`config.mk`:
```
export PLATFORM = sky130hd
export DESIGN_NAME = epCtlBank
export DESIGN_NICKNAME = d
export VERILOG_FILES = /design/src/rtl/epCtlPkg.sv /design/src/rtl/epCtlControl.sv /design/src/rtl/epCtlSlot.sv /design/src/rtl/epCtlDatapath.sv /design/src/rtl/epCtlBank.sv
export SDC_FILE = /design/constraint.sdc
export NUM_CORES = 1
export LEC_CHECK = 0
export CORE_UTILIZATION = 45
export CTS_CLUSTER_DIAMETER = 150
export DETAILED_ROUTE_END_ITERATION = 10
export PLACE_DENSITY = 0.8
export SLEW_MARGIN = 30
export SYNTH_ARGS = -nofsm -noshare
export SYNTH_HDL_FRONTEND = slang
export SYNTH_HIERARCHICAL = 1
export SYNTH_SLANG_ARGS = --single-unit
```
`constraint.sdc`:
```
create_clock -name clk -period 1.6 [get_ports clk]
set_clock_uncertainty 0.05 [all_clocks]
set_input_delay 0.24 -clock clk [delete_from_list [all_inputs] [get_ports clk]]
set_output_delay 0.24 -clock clk [all_outputs]
set_load 0.03 [all_outputs]
```
`src/rtl/epCtlPkg.sv`:
```
package epCtlPkg;
  localparam int EP_IDX_W = 3;
  localparam int MAX_EP   = 7;

  localparam int B_STALL = 5;
  localparam int B_SCLR  = 4;
  localparam int B_TRST  = 3;
  localparam int B_DSEL  = 2;
  localparam int B_DRUN  = 1;
  localparam int B_EN    = 0;

  typedef struct packed {
    logic                ctlWr;
    logic                fifoWr;
    logic [EP_IDX_W-1:0] ep;
    logic                stallSet;
    logic                stallClr;
    logic                togRst;
    logic [2:0]          cfg;
    logic [MAX_EP-1:0]   fifoVal;
    logic                setupHit;
    logic [EP_IDX_W-1:0] setupEp;
    logic                ackHit;
    logic [EP_IDX_W-1:0] ackEp;
    logic                busRst;
    logic                rdValid;
    logic                rdFifo;
  } ctlStrobes_t;
endpackage

```
`src/rtl/epCtlControl.sv`:
```
module epCtlControl
  import epCtlPkg::*;
#(
  parameter int NUM_EP = 7
) (
  input  logic                wrEn,
  input  logic                regSel,
  input  logic [EP_IDX_W-1:0] epSel,
  input  logic [7:0]          wrData,
  input  logic                setupRcvd,
  input  logic [EP_IDX_W-1:0] setupEp,
  input  logic                pktAck,
  input  logic [EP_IDX_W-1:0] pktEp,
  input  logic                busReset,
  output ctlStrobes_t         strb
);
  localparam int CW = EP_IDX_W + 1;
  localparam logic [CW-1:0] EP_LIM = CW'(NUM_EP);

  logic epOk, setupOk, ackOk;

  always_comb begin
    epOk    = ({1'b0, epSel}   < EP_LIM);
    setupOk = ({1'b0, setupEp} < EP_LIM);
    ackOk   = ({1'b0, pktEp}   < EP_LIM);

    strb          = '0;
    strb.ctlWr    = wrEn & ~regSel & epOk & ~busReset;
    strb.fifoWr   = wrEn & regSel;
    strb.ep       = epSel;
    strb.stallSet = wrData[B_STALL];
    strb.stallClr = wrData[B_SCLR];
    strb.togRst   = wrData[B_TRST];
    strb.cfg      = wrData[2:0];
    strb.fifoVal  = wrData[MAX_EP-1:0];
    strb.setupHit = setupRcvd & setupOk;
    strb.setupEp  = setupEp;
    strb.ackHit   = pktAck & ackOk;
    strb.ackEp    = pktEp;
    strb.busRst   = busReset;
    strb.rdValid  = epOk;
    strb.rdFifo   = regSel;
  end
endmodule

```
`src/rtl/epCtlSlot.sv`:
```
module epCtlSlot #(
  parameter bit IS_EP0 = 1'b0
) (
  input  logic       clk,
  input  logic       rstN,
  input  logic       wrHit,
  input  logic       stallSet,
  input  logic       stallClr,
  input  logic       togRst,
  input  logic [2:0] cfg,
  input  logic       setupHit,
  input  logic       ackHit,
  input  logic       busRst,
  input  logic       fifoWr,
  input  logic       fifoVal,
  output logic       stallQ,
  output logic       sclrQ,
  output logic       togQ,
  output logic       enQ,
  output logic       selQ,
  output logic       runQ,
  output logic       fifoQ
);
  always_ff @(posedge clk or negedge rstN) begin
    if (!rstN) begin
      stallQ <= 1'b0;
      sclrQ  <= 1'b0;
      togQ   <= 1'b0;
      enQ    <= IS_EP0;
      selQ   <= 1'b0;
      runQ   <= 1'b0;
      fifoQ  <= 1'b0;
    end else begin
      // stall request: bus reset, SETUP and clear-write win over set
      if (busRst || setupHit || (wrHit && stallClr))
        stallQ <= 1'b0;
      else if (wrHit && stallSet)
        stallQ <= 1'b1;

      // stall-clear flag lives one cycle
      sclrQ <= wrHit & stallClr & ~busRst;

      // data toggle
      if (busRst || (wrHit && togRst))
        togQ <= 1'b0;
      else if (ackHit)
        togQ <= ~togQ;

      // enable
      if (busRst)
        enQ <= IS_EP0;
      else if (wrHit)
        enQ <= cfg[0];

      if (wrHit) begin
        selQ <= cfg[2];
        runQ <= cfg[1];
      end

      if (fifoWr)
        fifoQ <= fifoVal;
    end
  end
endmodule

```
`src/rtl/epCtlDatapath.sv`:
```
module epCtlDatapath
  import epCtlPkg::*;
#(
  parameter int NUM_EP = 7
) (
  input  logic              clk,
  input  logic              rstN,
  input  ctlStrobes_t       strb,
  output logic [7:0]        rdData,
  output logic [NUM_EP-1:0] stallReq,
  output logic [NUM_EP-1:0] toggle,
  output logic [NUM_EP-1:0] epEnable,
  output logic [NUM_EP-1:0] dfeSel,
  output logic [NUM_EP-1:0] dfeRun,
  output logic [NUM_EP-1:0] fifoRst
);
  logic [NUM_EP-1:0] sclrVec;

  for (genvar i = 0; i < NUM_EP; i++) begin : gSlot
    localparam logic [EP_IDX_W-1:0] IDX = EP_IDX_W'(i);
    logic wrHit, setupHit, ackHit;
    assign wrHit    = strb.ctlWr    && (strb.ep      == IDX);
    assign setupHit = strb.setupHit && (strb.setupEp == IDX);
    assign ackHit   = strb.ackHit   && (strb.ackEp   == IDX);

    epCtlSlot #(.IS_EP0(i == 0)) uSlot (
      .clk      (clk),
      .rstN     (rstN),
      .wrHit    (wrHit),
      .stallSet (strb.stallSet),
      .stallClr (strb.stallClr),
      .togRst   (strb.togRst),
      .cfg      (strb.cfg),
      .setupHit (setupHit),
      .ackHit   (ackHit),
      .busRst   (strb.busRst),
      .fifoWr   (strb.fifoWr),
      .fifoVal  (strb.fifoVal[i]),
      .stallQ   (stallReq[i]),
      .sclrQ    (sclrVec[i]),
      .togQ     (toggle[i]),
      .enQ      (epEnable[i]),
      .selQ     (dfeSel[i]),
      .runQ     (dfeRun[i]),
      .fifoQ    (fifoRst[i])
    );
  end

  always_comb begin
    rdData = '0;
    if (strb.rdFifo) begin
      rdData[NUM_EP-1:0] = fifoRst;
    end else if (strb.rdValid) begin
      rdData[B_STALL] = stallReq[strb.ep];
      rdData[B_SCLR]  = sclrVec[strb.ep];
      rdData[B_DSEL]  = dfeSel[strb.ep];
      rdData[B_DRUN]  = dfeRun[strb.ep];
      rdData[B_EN]    = epEnable[strb.ep];
    end
  end
endmodule

```
`src/rtl/epCtlBank.sv`:
```
module epCtlBank
  import epCtlPkg::*;
#(
  parameter int NUM_EP = 7
) (
  input  logic                clk,
  input  logic                rstN,
  input  logic                wrEn,
  input  logic                regSel,
  input  logic [EP_IDX_W-1:0] epSel,
  input  logic [7:0]          wrData,
  output logic [7:0]          rdData,
  input  logic                setupRcvd,
  input  logic [EP_IDX_W-1:0] setupEp,
  input  logic                pktAck,
  input  logic [EP_IDX_W-1:0] pktEp,
  input  logic                busReset,
  output logic [NUM_EP-1:0]   stallReq,
  output logic [NUM_EP-1:0]   toggle,
  output logic [NUM_EP-1:0]   epEnable,
  output logic [NUM_EP-1:0]   dfeSel,
  output logic [NUM_EP-1:0]   dfeRun,
  output logic [NUM_EP-1:0]   fifoRst
);
  ctlStrobes_t strb;

  epCtlControl #(.NUM_EP(NUM_EP)) uCtl (
    .wrEn      (wrEn),
    .regSel    (regSel),
    .epSel     (epSel),
    .wrData    (wrData),
    .setupRcvd (setupRcvd),
    .setupEp   (setupEp),
    .pktAck    (pktAck),
    .pktEp     (pktEp),
    .busReset  (busReset),
    .strb      (strb)
  );

  epCtlDatapath #(.NUM_EP(NUM_EP)) uDp (
    .clk      (clk),
    .rstN     (rstN),
    .strb     (strb),
    .rdData   (rdData),
    .stallReq (stallReq),
    .toggle   (toggle),
    .epEnable (epEnable),
    .dfeSel   (dfeSel),
    .dfeRun   (dfeRun),
    .fifoRst  (fifoRst)
  );
endmodule

```
# Word level (Yosys, flattened, before mapping)

Cells that the tools add are included.

Register bits after elaboration: 49
Word-level logic and storage cells: 245

$lt $le $gt $ge: 4
Equal/unequal tests: 18
Mux-type cells: 58
Bitwise gates (word level): 29
Reductions and logical operators: 87

Operator list:

| kind                 | count |
|---|---|
| $mux W1              | 49 |
| $logic_and A1 B1 Y1  | 42 |
| $reduce_bool A2 Y1   | 21 |
| $eq A3 B3 Y1 const B | 9 |
| $logic_or A1 B1 Y1   | 21 |
| $and A1 B1 Y1        | 20 |
| $eq A3 B2 Y1 const B | 6 |
| $bmux W1 S3          | 5 |
| $eq A3 B1 Y1 const B | 3 |
| $logic_not A3 Y1     | 3 |
| $lt A3 B3 Y1 const B | 3 |
| $not A1 Y1           | 9 |
| $mux W3              | 2 |
| $lt A3 B4 Y1 const B | 1 |
| $mux W2              | 2 |

# Logic depth before layout (Yosys ltp)

Gate-level depths: netlist of the first run.

Word-level depth: 8
Gate-level depth with buffers: 8
Mapped depth without buffers: 6

# Hierarchy

The synthesis of the first run kept the hierarchy.

By module, submodules not included:

| module                             | times used | cells each | area an instance (µm²) | sequential area each (µm²) |
|---|---|---|---|---|
| epCtlSlot (uDp.gSlot[1].uSlot ...) | 6          | 19         | 281.5                  | 175.2 |
| epCtlDatapath                      | 1          | 92         | 654.4                  | 0.0 |
| epCtlSlot (uDp.gSlot[0].uSlot)     | 1          | 19         | 284.0                  | 176.4 |
| epCtlControl                       | 1          | 33         | 234.0                  | 0.0 |

# Worst setup path after synthesis of the first run

Ideal clock, no wire load.

Path kind: in2out
Start: input epSel[0]
End: output rdData[4]
Arrival: 1739 ps
Data required time: 1310 ps
Slack: -429 ps
Cell stages on the path: 6
Buffers on the path: 3
Cell sequence: buf_4 buf_2 buf_6 nor3b_1 a2111oi_2 o31ai_1

Longest elaborated chain between the ends: 4
Elaborated cells on any way between the ends: 5

Ends and longest elaborated chain:

| what                          | RTL line            | source |
|---|---|---|
| start, declared               | epCtlBank.sv:10     | `input logic [EP_IDX_W-1:0] epSel,` |
| $bmux W1 S3                   | epCtlDatapath.sv:55 | `rdData[B_SCLR] = sclrVec[strb.ep];` |
| $mux W1 (not written as such) | epCtlDatapath.sv:55 |  |
| $mux W2 (*)                   | epCtlDatapath.sv:53 | `end else if (strb.rdValid) begin` |
| $mux W2 (*)                   | epCtlDatapath.sv:51 | `if (strb.rdFifo) begin` |
| end, declared                 | epCtlBank.sv:12     | `output logic [7:0] rdData,` |

Mark *: on every way between the ends. The rest lies on a longest branch, timed or not. The select of a mux whose other input is x is not followed.

# Worst setup path after layout of the first run

Start: register uDp.gSlot[1].uSlot.enQ
End: output rdData[0]

Longest elaborated chain between the ends: 4

Ends and longest elaborated chain:

| what                          | RTL line            | source |
|---|---|---|
| start, declared               | epCtlSlot.sv:19     | `output logic enQ,` |
| start signal, assigned        | epCtlSlot.sv:53     | `enQ <= cfg[0];` |
| $bmux W1 S3                   | epCtlDatapath.sv:58 | `rdData[B_EN] = epEnable[strb.ep];` |
| $mux W1 (not written as such) | epCtlDatapath.sv:58 |  |
| $mux W3                       | epCtlDatapath.sv:53 |  |
| $mux W3                       | epCtlDatapath.sv:51 |  |

No other way between the ends. The select of a mux whose other input is x is not followed.

==> results.json, run 1 <==
{
  "drt-initial-drc-count": 128,
  "ctsRootBufferMaster": "clkbuf_8",
  "critPathArrivalTime_ns": 1.61,
  "start_kind": "flip-flop",
  "rsz0062_at_grt": "true",
  "synth_nets": 282,
  "coreArea_sq_mm": 0.00603,
  "instances_no_fill": 460,
  "start_util": 0.475,
  "htreeDepth": 2,
  "fin_util": 0.735,
  "worstPathCellList": "mux2_4, a2111oi_4, o31ai_4, buf_6",
  "hold_slack_ns": 0.315,
  "firstDrtPassIters": 4,
  "violations": "setup timing",
  "ys_seq_elements": 49,
  "synth_area_per_cell_sq_um": 11.1,
  "rows": 28,
  "cts_made_buffers": 5,
  "cts.sinks": 49,
  "vias": 2522,
  "via_per_inst": 5.48,
  "power_per_cell_area_mw_per_mm2": 771,
  "slowest_delay_ns": 0.41,
  "crit_family": "compound AO/OA/AOI/OAI gates",
  "path_buf_inv": 1,
  "cp_max_fo": 2,
  "grt_pass1_wl_microns": 13800,
  "clock_path_buffers": 2,
  "dieArea_sq_mm": 0.00668,
  "clkLatencyLatePin_ns": 0.31,
  "yosysSeqAreaShare": 0.429,
  "wirelength_microns": 8910,
  "endpoint_kind": "primary output",
  "worstPathRequired_ns": 1.31,
  "ios": 74,
  "fin_crit_sh": 1.18,
  "path_clk_slew_ns": 0.09,
  "diodes": 0,
  "die_w_microns": 81.7,
  "status": "finished, violations left",
  "fin_crit_ns": 1.90,
  "yosysWarningCount": 6,
  "setup_viol": 35,
  "hold_viol": 0,
  "setup_slack_ns": -0.296,
  "grt_util_all_layers": 0.289,
  "cap_violations": 0,
  "grt_max_degree": 35,
  "syn_inst": 258,
  "grt-ovfl-total": 0,
  "die_h_microns": 81.7,
  "critPathKind": "reg2out",
  "hpwlAfterDp_microns": 5630,
  "antenna_found_initial": 0,
  "drtAntennaViolNets": 0,
  "ir_drop_mv": 0.513,
  "timing.fmax_ghz": 0.527,
  "maxSlewViolCount": 0,
  "synth_cell_types": 33,
  "fin_setup_tns_ns": -3.24,
  "area_growth_pct": 54.8,
  "drive_gt1_frac": 0.465,
  "power_w": 0.00342,
  "nNetsFinal": 408,
  "cts_tree": "built",
  "syn_area_sq_mm": 0.00286,
  "dp_cells": 425,
  "avgRoutedWirePerCell_microns": 19.4,
  "place_congestion": 0.854,
  "placement.io_buffers": 71,
  "slowest_stage": "dfrtp_2",
  "drc": 0,
  "grt_pass1_vias": 2651,
  "hold_class": "in2async",
  "cellLeakagePower_nw": 2.12
}
## sequential cells by signal, indices dropped and copies added, names as in the netlist
signal,flops
uDp/gSlot.uSlot/runQ,7
uDp/gSlot.uSlot/togQ,7
uDp/gSlot.uSlot/sclrQ,7
uDp/gSlot.uSlot/stallQ,7
uDp/gSlot.uSlot/fifoQ,7
uDp/gSlot.uSlot/enQ,7
uDp/gSlot.uSlot/selQ,7
## layout make-up
class | instances | area (sq um)
fillers | 419 | 1600
multi-input cells | 166 | 1560
repair buffers | 160 | 1430
flip-flops and latches | 49 | 1230
well taps | 75 | 93.8
clock buffers | 6 | 72.6
clock inverters | 2 | 38.8
inverters | 2 | 7.51
## cells by family after synthesis
| kind of cell | count (synthesis) | synth area share |
|---|---|---|
| multiplexers | 37 | 0.149 |
| other | 1 | 0.00131 |
| XOR/XNOR | 7 | 0.0214 |
| AO/OA/AOI/OAI | 39 | 0.139 |
| buffers and inverters | 43 | 0.119 |
| flip-flops | 49 | 0.429 |
| AND/OR/NAND/NOR | 82 | 0.142 |
## repair_timing
| item | 4_1_cts | 5_1_grt |
|---|---|---|
| pin swaps | 17 | 10 |
| gates cloned | 1 | 0 |
| hold buffers | 1 | 0 |
| setup buffers | 22 | 4 |
| endpoints found under the hold margin | 15 | 0 |
| gates resized for setup | 115 | 13 |
| endpoints found under the setup margin | 89 | 41 |
## worst paths after layout
kind / from / slack (ns) / end / depth (start not counted)
max in group asynchronous: rstN / 0.60 / uDp/gSlot[0].uSlot/enQ / 3
hold / removal: rstN / 0.31 / uDp/gSlot[5].uSlot/runQ / 2
min in group clk: uDp/gSlot[0].uSlot/runQ / 0.47 / uDp/gSlot[0].uSlot/runQ / 1
hold reg to reg: uDp/gSlot[0].uSlot/runQ / 0.47 / uDp/gSlot[0].uSlot/runQ / 1
setup / recovery: uDp/gSlot[1].uSlot/enQ / -0.30 / rdData[0] / 4
setup reg to reg: uDp/gSlot[0].uSlot/enQ / 0.56 / uDp/gSlot[0].uSlot/enQ / 3
## per-layer routing
layer  track usage  vias to the layer above  part of all wire
met2         0.488                       90              0.52
met5             0                        -                 0
li1              -                     1137                 -
met1         0.332                     1268              0.39
met4         0.168                        0             0.036
met3        0.0667                       27             0.052
## where the power goes
| group | leakage (nW) | internal [W] | total, W | switching [W] |
|---|---|---|---|---|
| Sequential | 0.647 | 0.00134 | 0.00142 | 0.0000770 |
| Clock | 0.0554 | 0.000470 | 0.000913 | 0.000443 |
| Combinational | 1.42 | 0.000472 | 0.00109 | 0.000615 |
## cells in the mapped netlist
| library cell | n | share of area |
|---|---|---|
| a2111oi_2 | 10 | 0.052 |
| a211o_1 | 1 | 0.0031 |
| a211oi_1 | 8 | 0.021 |
| a21oi_2 | 7 | 0.021 |
| a31oi_1 | 2 | 0.0044 |
| and2_1 | 3 | 0.0066 |
| and3_1 | 1 | 0.0022 |
| and3b_1 | 3 | 0.0092 |
| buf_2 | 2 | 0.0035 |
| buf_4 | 27 | 0.071 |
| buf_6 | 10 | 0.039 |
| clkbuf_1 | 2 | 0.0026 |
| conb_1 | 1 | 0.0013 |
| dfrtp_1 | 48 | 0.42 |
| dfstp_2 | 1 | 0.0092 |
| inv_1 | 2 | 0.0026 |
| mux2_1 | 2 | 0.0079 |
| mux2_2 | 20 | 0.079 |
| mux2_4 | 3 | 0.016 |
| mux2i_1 | 11 | 0.038 |
| mux4_2 | 1 | 0.0079 |
| nand2_1 | 18 | 0.024 |
| nand2b_1 | 10 | 0.022 |
| nand3_2 | 1 | 0.0035 |
| nand3b_1 | 5 | 0.013 |
| nor2_1 | 30 | 0.039 |
| nor2b_1 | 2 | 0.0044 |
| nor3_1 | 6 | 0.010 |
| nor3b_1 | 3 | 0.0079 |
| o211a_1 | 5 | 0.017 |
| o31ai_1 | 5 | 0.013 |
| o41ai_2 | 1 | 0.0057 |
| xnor2_1 | 7 | 0.021 |
## cell usage in the layout, fill, tap and decap left out, types with 6 or more instances in the layout
cell type / synthesis / routed
clkdlybuf4s50_1: 0 / 17
dlygate4sd2_1: 0 / 41
a21oi_2: 7 / 7
xnor2_1: 7 / 7
mux2_2: 20 / 19
nor2_4: 0 / 6
nand2_1: 18 / 17
nor2_1: 30 / 24
buf_4: 27 / 70
nand2b_1: 10 / 7
dfrtp_1: 48 / 47
a2111oi_2: 10 / 7
buf_6: 10 / 20
mux2i_1: 11 / 10
## through the flow
step | setup slack (ns) | cell area, sq um
2_1_floorplan | -0.0324 | 3000
3_3_place_gp | -0.993 | 3950
3_5_place_dp | -1.04 | 3950
4_1_cts | -0.304 | 4380
5_1_grt | -0.353 | 4430
6_report | -0.296 | 4430
## worst reg2reg max path, stage by stage (launching register included)
cell     delay, ns
dfstp_2       0.54
buf_4         0.10
nor2b_1       0.16
a211o_1       0.13
Power figures use the tool's default switching activity.
==> run 2, diff against run 1 <==
--- a/config.mk
+++ b/config.mk
@@ -5,6 +5,7 @@
 export SDC_FILE = /design/constraint.sdc
 export NUM_CORES = 1
 export LEC_CHECK = 0
+export CAP_MARGIN = 20
 export CORE_UTILIZATION = 45
 export CTS_CLUSTER_DIAMETER = 150
 export DETAILED_ROUTE_END_ITERATION = 10
==> results of run 2 <==
The final DEF is identical to that of run 1; final timing and power are the same.
==> run 3, diff against run 2 <==
--- a/config.mk
+++ b/config.mk
@@ -6,10 +6,10 @@
 export NUM_CORES = 1
 export LEC_CHECK = 0
 export CAP_MARGIN = 20
-export CORE_UTILIZATION = 45
+export CORE_UTILIZATION = 50
 export CTS_CLUSTER_DIAMETER = 150
 export DETAILED_ROUTE_END_ITERATION = 10
-export PLACE_DENSITY = 0.8
+export PLACE_DENSITY = 0.87
 export SLEW_MARGIN = 30
 export SYNTH_ARGS = -nofsm -noshare
 export SYNTH_HDL_FRONTEND = slang
==> constraint.sdc (replaced) <==
create_clock -name clk -period 2.2 [get_ports clk]
set_clock_uncertainty 0.05 [all_clocks]
set_input_delay 0.33 -clock clk [delete_from_list [all_inputs] [get_ports clk]]
set_output_delay 0.33 -clock clk [all_outputs]
set_load 0.03 [all_outputs]
==> run 3 against run 2 <==
  * The run now ends clean
  * Routed wire length decreased by 22%
  * Setup slack improved by 0.33 ns
  * Sequential power decreased by 27%
  * Register-to-register slack improved by 0.63 ns
==> results.json, run 3 (synthesis results as in run 1) <==
{
  "status": "completed",
  "placed_area_sq_mm": 0.00357,
  "clock_path_buffers": 2,
  "cts.sinks": 49,
  "via_per_inst": 5.53,
  "fin_crit_sh": 0.983,
  "grt_util_all_layers": 0.238,
  "p_int_w": 0.00166,
  "slowest_delay_ns": 0.40,
  "place_congestion": 0.840,
  "cp_max_fo": 8,
  "drive_gt1_frac": 0.311,
  "finalInstanceArea_sq_mm": 0.00378,
  "path_clk_slew_ns": 0.09,
  "power_per_cell_area_mw_per_mm2": 634,
  "maxSlewViolCount": 0,
  "max_slew_margin": 0.568,
  "start_kind": "input pin",
  "cts_made_buffers": 5,
  "cts_tree": "built",
  "place_ws_ns": -0.574,
  "worstPathCellList": "clkdlybuf4s15_2, buf_6, mux2_4, a2111oi_4, o31ai_2, buf_4",
  "rows": 27,
  "drt-initial-drc-count": 164,
  "fin_crit_ns": 2.16,
  "worstPathRequired_ns": 1.82,
  "coreArea_sq_mm": 0.00551,
  "ir_drop_mv": 0.410,
  "final_common_cell": "clkdlybuf4s50_1",
  "nNetsFinal": 354,
  "antenna_found_initial": 0,
  "drc": 0,
  "clkLatencyLatePin_ns": 0.31,
  "ctsRootBufferMaster": "clkbuf_8",
  "dieArea_sq_mm": 0.00603,
  "firstDrtPassIters": 4,
  "sw_frac_of_total": 0.309,
  "worstMarginPinSlew_ns": 0.645,
  "die_h_microns": 77.7,
  "grt_pass1_vias": 2204,
  "n_fill_cell": 373,
  "setup_slack_ns": 0.0385,
  "fin_setup_tns_ns": 0,
  "setup_viol": 0,
  "rsz0062_at_grt": "false",
  "drtAntennaViolNets": 0,
  "seqPwrFrac": 0.432,
  "diodes": 0,
  "slowest_stage": "a2111oi_4",
  "vias": 2229,
  "area_growth_pct": 32.1,
  "timing.fmax_ghz": 0.463,
  "hpwlAfterDp_microns": 4870,
  "p_comb_frac": 0.288,
  "die_w_microns": 77.7,
  "final_cell_mix": "60 x clkdlybuf4s50_1, 48 x dfrtp_1, 35 x buf_4",
  "grt_max_degree": 50,
  "start_util": 0.520,
  "htreeDepth": 2,
  "endpoint_kind": "primary output",
  "grt_pass1_wl_microns": 10900,
  "cellLeakagePower_nw": 1.61,
  "clkPwrFrac": 0.279,
  "placement.io_buffers": 71,
  "avgRoutedWirePerCell_microns": 17.3,
  "cap_violations": 0,
  "ios": 74,
  "switchingPower_w": 0.000741,
  "ctsHoldBuffers": 0,
  "critPathArrivalTime_ns": 1.78,
  "hold_viol": 0,
  "hold_class": "in2async",
  "wirelength_microns": 6980,
  "critPathKind": "in2out",
  "grt-ovfl-total": 0
}
-- run 3: changes by cell type in the layout (fill, tap and decap cells not counted), sizes merged, moves of 2 or more --
cell / change
clkdlybuf4s50: +43
dlygate4sd2: -40
clkdlybuf4s15: +2
clkbuf: -3
buf: -55
-- run 3: area by class of cell --
class	count	area, sq um	area share
repair buffers	106	982	0.260
clock buffers	6	82.6	0.0218
multi-input cells	166	1350	0.358
inverters	2	7.51	0.00199
well taps	72	90.1	0.0238
flip-flops and latches	49	1230	0.325
clock inverters	2	37.5	0.00993
-- run 3: per-stage QoR --
stage / power (W) / hold WS (ns) / cells / utilization
floorplan: 0.00146 / -0.0156 / 258 / -
global route: 0.00249 / 0.110 / 403 / 0.687
finish: 0.00240 / 0.0584 / 403 / 0.687
detailed placement: 0.00173 / 0.413 / 392 / 0.649
CTS: 0.00240 / 0.0724 / 403 / 0.676
global placement: 0.00171 / 0.406 / 392 / 0.649
-- run 3: power groups by stage --
stage / sequential (W) / combinational, W / clock, W
floorplan: 0.00119 / 0.000269 / 0
global placement: 0.00105 / 0.000663 / 0
detailed placement: 0.00105 / 0.000677 / 0
CTS: 0.00104 / 0.000681 / 0.000682
global route: 0.00105 / 0.000724 / 0.000720
finish: 0.00104 / 0.000691 / 0.000669
-- run 3: path summary, 6_finish.rpt --
| check | startpoint | to | slack, ns | depth (start not counted) |
|---|---|---|---|---|
| min reg2reg | uDp/gSlot[0].uSlot/selQ | uDp/gSlot[0].uSlot/selQ | 0.47 | 1 |
| max | epSel[1] | rdData[5] | 0.04 | 6 |
| min in group clk | uDp/gSlot[0].uSlot/selQ | uDp/gSlot[0].uSlot/selQ | 0.47 | 1 |
| max in group asynchronous | rstN | uDp/gSlot[4].uSlot/fifoQ | 1.63 | 2 |
| min | rstN | uDp/gSlot[2].uSlot/runQ | 0.06 | 2 |
| max reg2reg | uDp/gSlot[0].uSlot/enQ | uDp/gSlot[0].uSlot/enQ | 1.19 | 3 |
-- run 3: worst max-delay path, delay by kind of cell --
kind / cells / cell delay [ns]
buffers and inverters: 3 / 0.60
AO/OA/AOI/OAI: 2 / 0.53
multiplexers: 1 / 0.32
-- run 3: what timing repair did --
| item | in CTS | in global routing |
|---|---|---|
| pin swaps | 0 | 1 |
| buffers inserted | 3 | 0 |
| resized for setup | 14 | 10 |
| endpoints found under the setup margin | 8 | 3 |
-- run 3: routing by layer --
metal / share of wire / GRT usage
met1: 0.44 / 0.307
met2: 0.50 / 0.391
met3: 0.038 / 0.0459
met4: 0.021 / 0.102
met5: 0 / 0
